==> src/rtl/irq_sel_pkg.sv <==
// Package: shared privilege encoding for the interrupt selector.
// Assumes a 2-bit privilege field; the reserved code is folded into user.
package irq_sel_pkg;

    typedef enum logic [1:0] {
        PRIV_USER  = 2'd0,
        PRIV_SUPER = 2'd1,
        PRIV_RSVD  = 2'd2,
        PRIV_MACH  = 2'd3
    } priv_e;

endpackage

==> src/rtl/irq_gate.sv <==
// Module: irq_gate
// Computes the eligible-source vector from the pending, enable and delegation
// masks, gated by whether the machine or supervisor level is open at the
// current privilege. Purely combinational; clk/rst_n serve the assertions only.
module irq_gate
    import irq_sel_pkg::*;
#(
    parameter int NUM_IRQ = 32
) (
    input  logic               clk,
    input  logic               rst_n,
    input  logic [NUM_IRQ-1:0] pend_i,
    input  logic [NUM_IRQ-1:0] en_i,
    input  logic [NUM_IRQ-1:0] deleg_i,
    input  logic [1:0]         priv_i,
    input  logic               m_gie_i,
    input  logic               s_gie_i,
    output logic [NUM_IRQ-1:0] elig_o
);

    priv_e              lvl;
    logic               mach_open;
    logic               sup_open;
    logic [NUM_IRQ-1:0] cand;

    assign lvl = priv_e'(priv_i);

    // Decide which levels accept interrupts at the current privilege
    always_comb begin
        mach_open = (lvl != PRIV_MACH) || m_gie_i;
        unique case (lvl)
            PRIV_USER, PRIV_RSVD: sup_open = 1'b1;
            PRIV_SUPER:           sup_open = s_gie_i;
            default:              sup_open = 1'b0;
        endcase
    end

    // Mask candidates by routing and open level, then merge both routes
    always_comb begin
        cand   = pend_i & en_i;
        elig_o = (cand & ~deleg_i & {NUM_IRQ{mach_open}})
               | (cand &  deleg_i & {NUM_IRQ{sup_open}});
    end


    elig_subset_chk: assert property (@(posedge clk) disable iff (!rst_n)
        (elig_o & ~(pend_i & en_i)) == '0);


    mach_closed_chk: assert property (@(posedge clk) disable iff (!rst_n)
        (priv_i == 2'd3 && !m_gie_i) |-> (elig_o & ~deleg_i) == '0);


    mach_no_deleg_chk: assert property (@(posedge clk) disable iff (!rst_n)
        (priv_i == 2'd3) |-> (elig_o & deleg_i) == '0);

endmodule

==> src/rtl/irq_lowest.sv <==
// Module: irq_lowest
// Finds the lowest set bit of a vector: isolates it with a two's-complement
// mask, then encodes the one-hot result with one OR tree per index bit.
// Assumes NUM_IRQ is a power of two so every index value is a real source.
module irq_lowest #(
    parameter int NUM_IRQ = 32,
    localparam int IDX_W  = (NUM_IRQ > 1) ? $clog2(NUM_IRQ) : 1
) (
    input  logic               clk,
    input  logic               rst_n,
    input  logic [NUM_IRQ-1:0] vec_i,
    output logic               any_o,
    output logic [IDX_W-1:0]   idx_o
);

    logic [NUM_IRQ-1:0] lowest;

    // Select positions whose index has bit b set
    function automatic logic [NUM_IRQ-1:0] bit_mask(input int b);
        logic [NUM_IRQ-1:0] m;
        for (int i = 0; i < NUM_IRQ; i++) m[i] = ((i >> b) & 1) == 1;
        return m;
    endfunction

    // Keep only the lowest set bit
    assign lowest = vec_i & (~vec_i + {{(NUM_IRQ-1){1'b0}}, 1'b1});
    assign any_o  = |vec_i;

    // One reduction per index bit encodes the one-hot winner
    for (genvar b = 0; b < IDX_W; b++) begin : g_enc
        localparam logic [NUM_IRQ-1:0] SEL = bit_mask(b);
        assign idx_o[b] = |(lowest & SEL);
    end


    winner_set_chk: assert property (@(posedge clk) disable iff (!rst_n)
        any_o |-> vec_i[idx_o]);


    none_below_chk: assert property (@(posedge clk) disable iff (!rst_n)
        any_o |-> (vec_i & ((NUM_IRQ'(1) << idx_o) - NUM_IRQ'(1))) == '0);

endmodule

==> src/rtl/irq_select_top.sv <==
// Module: irq_select_top
// Prioritised interrupt selector: gates candidates by routing and privilege,
// picks the lowest eligible index, and optionally registers the result.
// Assumes a synchronous active-low reset and NUM_IRQ a power of two.
module irq_select_top #(
    parameter int  NUM_IRQ = 32,
    parameter bit  REG_OUT = 1'b1,
    localparam int IDX_W   = (NUM_IRQ > 1) ? $clog2(NUM_IRQ) : 1
) (
    input  logic               clk,
    input  logic               rst_n,
    input  logic [NUM_IRQ-1:0] pend_i,
    input  logic [NUM_IRQ-1:0] en_i,
    input  logic [NUM_IRQ-1:0] deleg_i,
    input  logic [1:0]         priv_i,
    input  logic               m_gie_i,
    input  logic               s_gie_i,
    output logic               take_o,
    output logic [IDX_W-1:0]   cause_o
);

    logic [NUM_IRQ-1:0] elig;
    logic               any_elig;
    logic [IDX_W-1:0]   win_idx;
    logic [IDX_W-1:0]   cause_d;

    irq_gate #(.NUM_IRQ(NUM_IRQ)) u_gate (
        .clk     (clk),
        .rst_n   (rst_n),
        .pend_i  (pend_i),
        .en_i    (en_i),
        .deleg_i (deleg_i),
        .priv_i  (priv_i),
        .m_gie_i (m_gie_i),
        .s_gie_i (s_gie_i),
        .elig_o  (elig)
    );

    irq_lowest #(.NUM_IRQ(NUM_IRQ)) u_lowest (
        .clk   (clk),
        .rst_n (rst_n),
        .vec_i (elig),
        .any_o (any_elig),
        .idx_o (win_idx)
    );

    // Force the index to zero when nothing is eligible
    assign cause_d = any_elig ? win_idx : '0;

    if (REG_OUT) begin : g_reg
        logic             take_q;
        logic [IDX_W-1:0] cause_q;

        // Capture the decision on the rising edge; reset clears it
        always_ff @(posedge clk) begin
            if (!rst_n) begin
                take_q  <= 1'b0;
                cause_q <= '0;
            end else begin
                take_q  <= any_elig;
                cause_q <= cause_d;
            end
        end

        assign take_o  = take_q;
        assign cause_o = cause_q;


        capture_chk: assert property (@(posedge clk) disable iff (!rst_n)
            take_o |-> (($past(pend_i) & $past(en_i)) >> cause_o) & NUM_IRQ'(1));


        reset_clear_chk: assert property (@(posedge clk) disable iff (!rst_n)
            $past(!rst_n) |-> (!take_o && cause_o == '0));
    end else begin : g_comb
        assign take_o  = any_elig;
        assign cause_o = cause_d;
    end


    idle_zero_chk: assert property (@(posedge clk) disable iff (!rst_n)
        !take_o |-> cause_o == '0);

endmodule

==> config.mk <==
export PLATFORM = sky130hd
export DESIGN_NAME = irq_select_top
export DESIGN_NICKNAME = d
export VERILOG_FILES = /design/src/rtl/irq_sel_pkg.sv /design/src/rtl/irq_gate.sv /design/src/rtl/irq_lowest.sv /design/src/rtl/irq_select_top.sv
export SDC_FILE = /design/constraint.sdc
export NUM_CORES = 1
export LEC_CHECK = 0
export BUFFER_PORTS_ARGS = -buffer_cell sky130_fd_sc_hd__buf_2
export CORE_ASPECT_RATIO = 1.25
export CORE_MARGIN = 10
export CORE_UTILIZATION = 39
export DETAILED_ROUTE_END_ITERATION = 10
export HOLD_SLACK_MARGIN = 0.12
export PLACE_DENSITY = 0.79
export SYNTH_ARGS = -nofsm -noshare
export SYNTH_HDL_FRONTEND = slang
export SYNTH_HIERARCHICAL = 1
export SYNTH_SLANG_ARGS = --single-unit
==> constraint.sdc <==
create_clock -name clk -period 3.25 [get_ports clk]
set_input_delay 0.4875 -clock clk [delete_from_list [all_inputs] [get_ports clk]]
set_output_delay 0.4875 -clock clk [all_outputs]
set_load 0.01 [all_outputs]
After elaboration in Yosys (flattened, before gate mapping)
Cells that the tools add are included.
{"block": "word_totals", "ff_bits": 6, "output_inout_bits": 6, "word_cells": 26}
{"block": "op_classes", "n_addsub": 1, "n_eq_ne": 3, "muxes": 1, "n_bitwise": 9, "reduce_logical": 10}
{"operator": "32-bit bitwise AND", "count": 6}
{"operator": "16-bit OR reduction", "count": 5}
{"operator": "32-bit NOT", "count": 2}
{"operator": "32-bit by 1-bit adder with 32-bit output, second input constant", "count": 1}
{"operator": "32-bit OR", "count": 1}
{"operator": "32-bit OR reduction", "count": 1}
{"operator": "2-bit by 1-bit equality test with 1-bit output, second input constant", "count": 1}
{"operator": "2-bit equality test, second input constant", "count": 1}
{"operator": "2-bit logical NOT", "count": 1}
{"operator": "2-bit inequality test, second input constant", "count": 1}
{"operator": "1-bit one-hot mux with 2 select lines", "count": 1}
{"operator": "2-bit AND reduction", "count": 1}
{"operator": "2-bit OR reduction", "count": 1}
{"operator": "1-bit logical OR", "count": 1}

Logic depth before layout (Yosys ltp)
{"block": "logic_depth", "ltp_word": 9, "depth_mapped": 10, "ltp_nobuf": 9}

By module
Netlist, hierarchy kept.
{"mod": "irq_gate", "instances": 1, "cells_per_inst": 105, "area_each_um2": 595.6, "seq_area_each_um2": 0.0}
{"mod": "irq_lowest", "instances": 1, "cells_per_inst": 91, "area_each_um2": 536.8, "seq_area_each_um2": 0.0}
{"mod": "irq_select_top", "instances": 1, "cells_per_inst": 12, "area_each_um2": 158.9, "seq_area_each_um2": 120.1}

Least setup slack after synthesis
Ideal clock, no wire load.
{"block": "synth_timing", "path_type": "input to register", "from": "in m_gie_i", "to": "reg g_reg.take_q, in the netlist take_o", "arrival_time_ns": 2.360, "required_ns": 3.134, "setup_slack_ns": 0.774, "cell_stages": 9, "path_buffers": 1, "path_cell_list": "nand3b_2 buf_4 nor2_1 a211oi_1 nor4_4 nand4_4 nor3_4 nand4_1 and2_2"}
{"block": "synth_between", "elab_chain_len": 4}
{"element": "from (decl)", "line_no": "irq_select_top.sv:16", "text": "input logic m_gie_i,"}
{"element": "1-bit logical OR", "line_no": "irq_gate.sv:30", "text": "mach_open = (lvl != PRIV_MACH) || m_gie_i;"}
{"element": "32-bit bitwise AND", "line_no": "irq_gate.sv:41", "text": "elig_o = (cand & ~deleg_i & {NUM_IRQ{mach_open}})"}
{"element": "32-bit OR", "line_no": "irq_gate.sv:42", "text": "| (cand & deleg_i & {NUM_IRQ{sup_open}});"}
{"element": "net elig[3]", "line_no": "irq_select_top.sv:22", "text": "logic [NUM_IRQ-1:0] elig;"}
{"element": "32-bit OR reduction", "line_no": "irq_lowest.sv:27", "text": "assign any_o = |vec_i;"}
{"element": "net any_elig", "line_no": "irq_select_top.sv:23", "text": "logic any_elig;"}
{"element": "to (signal assigned)", "line_no": "irq_select_top.sv:60", "text": "take_q <= any_elig;"}
{"element": "to (decl)", "line_no": "irq_select_top.sv:51", "text": "logic take_q;"}
The timed path passes the listed nets, and every way through them passes these cells.
A chain may end at the register's enable or synchronous reset.

Worst setup path in the final report
{"block": "layout_timing", "from": "in m_gie_i", "to": "reg g_reg.cause_q[4], in the netlist cause_o[4]"}
{"block": "layout_between", "elab_chain_len": 7}
{"element": "1-bit logical OR", "line_no": "irq_gate.sv:30"}
{"element": "32-bit bitwise AND", "line_no": "irq_gate.sv:41"}
{"element": "32-bit OR", "line_no": "irq_gate.sv:42"}
{"element": "net elig[3]", "line_no": "irq_select_top.sv:22"}
{"element": "32-bit NOT", "line_no": "irq_lowest.sv:26", "text": "assign lowest = vec_i & (~vec_i + {{(NUM_IRQ-1){1'b0}}, 1'b1});"}
{"element": "32-bit by 1-bit adder with 32-bit output", "line_no": "irq_lowest.sv:26"}
{"element": "32-bit bitwise AND", "line_no": "irq_lowest.sv:26"}
{"element": "16-bit OR reduction", "line_no": "irq_lowest.sv:32", "text": "assign idx_o[b] = |(lowest & SEL);"}
{"element": "net win_idx[4]", "line_no": "irq_select_top.sv:24", "text": "logic [IDX_W-1:0] win_idx;"}
{"element": "to (signal assigned)", "line_no": "irq_select_top.sv:61", "text": "cause_q <= cause_d;"}
{"element": "to (decl)", "line_no": "irq_select_top.sv:52", "text": "logic [IDX_W-1:0] cause_q;"}
The timed path passes the listed nets, and every way through them passes these cells.

==> results.md <==
- Max Cap Viol: 0
- Slew HR: 55.3%
- DRT Pass-1 Iters: 4
- Pins Over Slew Limit: 0
- Worst endpoint required time: 3.41 ns
- Synthesized flop and latch total: 6
- Critical path arrival: 3.05 ns
- Clock Path Buffers: 2
- Tcrit/Tclk final: 89.1%
- Routed vias/inst: 5.32
- Synthesis-to-layout area growth: 46.6%
- Clock tree from TritonCTS: done
- Hpwl dp: 4130 microns
- CP Launch Type: primary input
- GRT overflow: 0
- Outcome: complete, no violations
- Static leakage: 0.908 nW
- Die Footprint: 0.00603 sq mm
- Diodes inserted: 0
- PortBufs: 107
- Total Power: 0.417 mW
- Via count: 1878
- # H-tree levels: 1
- Post-CTS Setup Inserts: 0
- First-pass GRT wire length: 7840 microns
- Vias in the first global route: 1935
- Crit Path Max Fanout: 25
- Fin Setup TNS: 0 ns
- Fill cell count: 353
- RSZ-0062 raised after global routing: no
- Initial antenna violation count: 0
- Post-CTS resize count: 0
- DR iter-0 viols: 43
- Sequential element share of the synthesized area: 9.30%
- Nets: 420
- P per Cell Area: 220 mW/mm^2
- DRT antenna net count: 0
- Root buffer cell: clkbuf_8
- Hold depth: 2
- Ports: 108
- Core area: 0.00319 sq mm
- Residual DRC: 0
- Die H: 84.3 microns
- Routed len/inst: 13.4 microns
- Row count: 23
- Count of cell types in the netlist: 35
- Finished Core Util: 59.3%
- Yosys warnings: 6
- RePlAce Congestion: 0.957
- Critical path class: primary input to flip-flop
- Syn Std Cell Area: 0.00129 sq mm
- Setup violators final: 0
- F_max: 345 MHz
- Final WL: 4730 microns
- Horiz. Die Dim: 71.5 microns
- Crit end category: flip-flop
- Final Non-Filler Cells: 353
- Final Hold Viols: 0
- HP Class: primary input to flip-flop
- Pin count of the biggest net entering global routing: 26
- Post-CTS Hold Buffers: 0
- Worst vdd ir: 0.211 mV
- Mapped Nets: 310
- Initial Utilization: 40.4%
- Area after DPL: 0.00185 sq mm
- Slew @ Worst Pin: 0.664 ns
- Total CTS buffers: 3
- Avg Inst Size Synth: 6.21 sq um
- Inst Count DP: 350
- Clock-pin transition on the worst setup and hold timing paths: 0.04 ns
- GRT Resource Usage Total: 14.6%
- Post-Synthesis Cells: 208
- Final instance area: 0.00189 sq mm
- CTS Sinks: 6
- Layout cell share with drive strength beyond 1: 41.1%
- Fin crit period: 2.90 ns
worst max-delay path: stages:
cell and delay, ns:
buf_2 0.09, nand3b_2 0.50, nor2_1 0.22, a211oi_1 0.12, nor4_4 0.57, nand3_2 0.24
nor4_1 0.43, a31oi_1 0.12, nand3_1 0.13, and3_1 0.15
layout by cell type (no fill, tap or decap):
cell,instances
and3_1,5
a31oi_1,6
and2_2,1
nor3_1,10
o31ai_1,1
a21boi_4,1
nand2b_1,1
clkbuf_8,3
o2111ai_1,1
o22ai_1,1
nor2_1,47
buf_4,4
nand3_1,4
nor3b_1,1
nor3_2,1
a32oi_1,1
and4b_2,1
nor4b_1,1
nand3b_2,1
dfxtp_1,6
nor2b_1,1
a211oi_2,6
a21oi_1,13
o211ai_1,2
nand4_4,1
nand2_1,38
inv_1,10
a211oi_1,26
nor4_1,5
nor3_4,1
nor4_4,2
nand3_2,1
nand4_1,3
buf_2,107
o21ai_0,3
sequential cells by signal, indices dropped and copies added, names as in the netlist:
signal / cells
cause_o: 5
take_o: 1
metrics by stage:
| stage | hold slack (ns) | setup slack (ns) |
|---|---|---|
| after detailed placement | 0.766 | 0.183 |
| after global routing | 0.579 | 0.0569 |
| after global placement | 0.761 | 0.271 |
| after CTS | 0.540 | 0.413 |
| final | 0.545 | 0.354 |
| after floorplan | 0.629 | 0.774 |
power by group:
| group | total [mW] | internal [mW] | switching, mW |
|---|---|---|---|
| combinational | 0.227 | 0.104 | 0.123 |
| sequential | 0.0818 | 0.0802 | 0.00158 |
| clock | 0.108 | 0.0793 | 0.0285 |
| total | 0.417 | 0.264 | 0.153 |
area by class of cell:
class	instances	area (sq um)	share of cell area, %
well taps	37	46.3	2.45
flip-flops and latches	6	120	6.34
inverters	10	37.5	1.98
repair buffers	111	566	29.9
multi-input cells	186	1080	57.2
clock buffers	3	41.3	2.18
metal layers:
metal  vias to the layer above  wire [microns]  GRT usage (%)
met5                         -               0              0
met4                         0              39           2.65
met3                         4             406           4.59
met2                        76            2460           28.0
met1                       809            1820           14.7
li1                        989               -              -
path summary, 6_finish.rpt:
check / to / start
max: cause_o[4] / m_gie_i
min: take_o / rst_n
cells in the mapped netlist (all sizes together):
cell type,instances,area share [%]
o22ai,1,0.48
o21ai,3,1.2
a21oi,13,5.0
nor2,47,14
nor4,7,5.7
nor2b,1,0.48
a21boi,1,1.5
o31ai,1,0.58
nand2,38,11
inv,10,2.9
and4b,1,0.87
nand3,5,2.3
o2111ai,1,0.68
nor3,12,5.9
nand3b,1,0.87
a211oi,32,21
nand2b,1,0.48
and3,5,2.4
o211ai,2,1.2
a31oi,6,2.9
a32oi,1,0.68
dfxtp,6,9.3
buf,6,4.0
nor3b,1,0.58
nor4b,1,0.68
and2,1,0.58
nand4,4,3.1
cells by family after synthesis:
kind of cell	count (synthesis)	share of synthesized area, %
compound gates	61	35.1
buf+inv	16	6.88
flops	6	9.30
simple gates	125	48.7
Note: power is estimated with default switching activity, not from simulation.
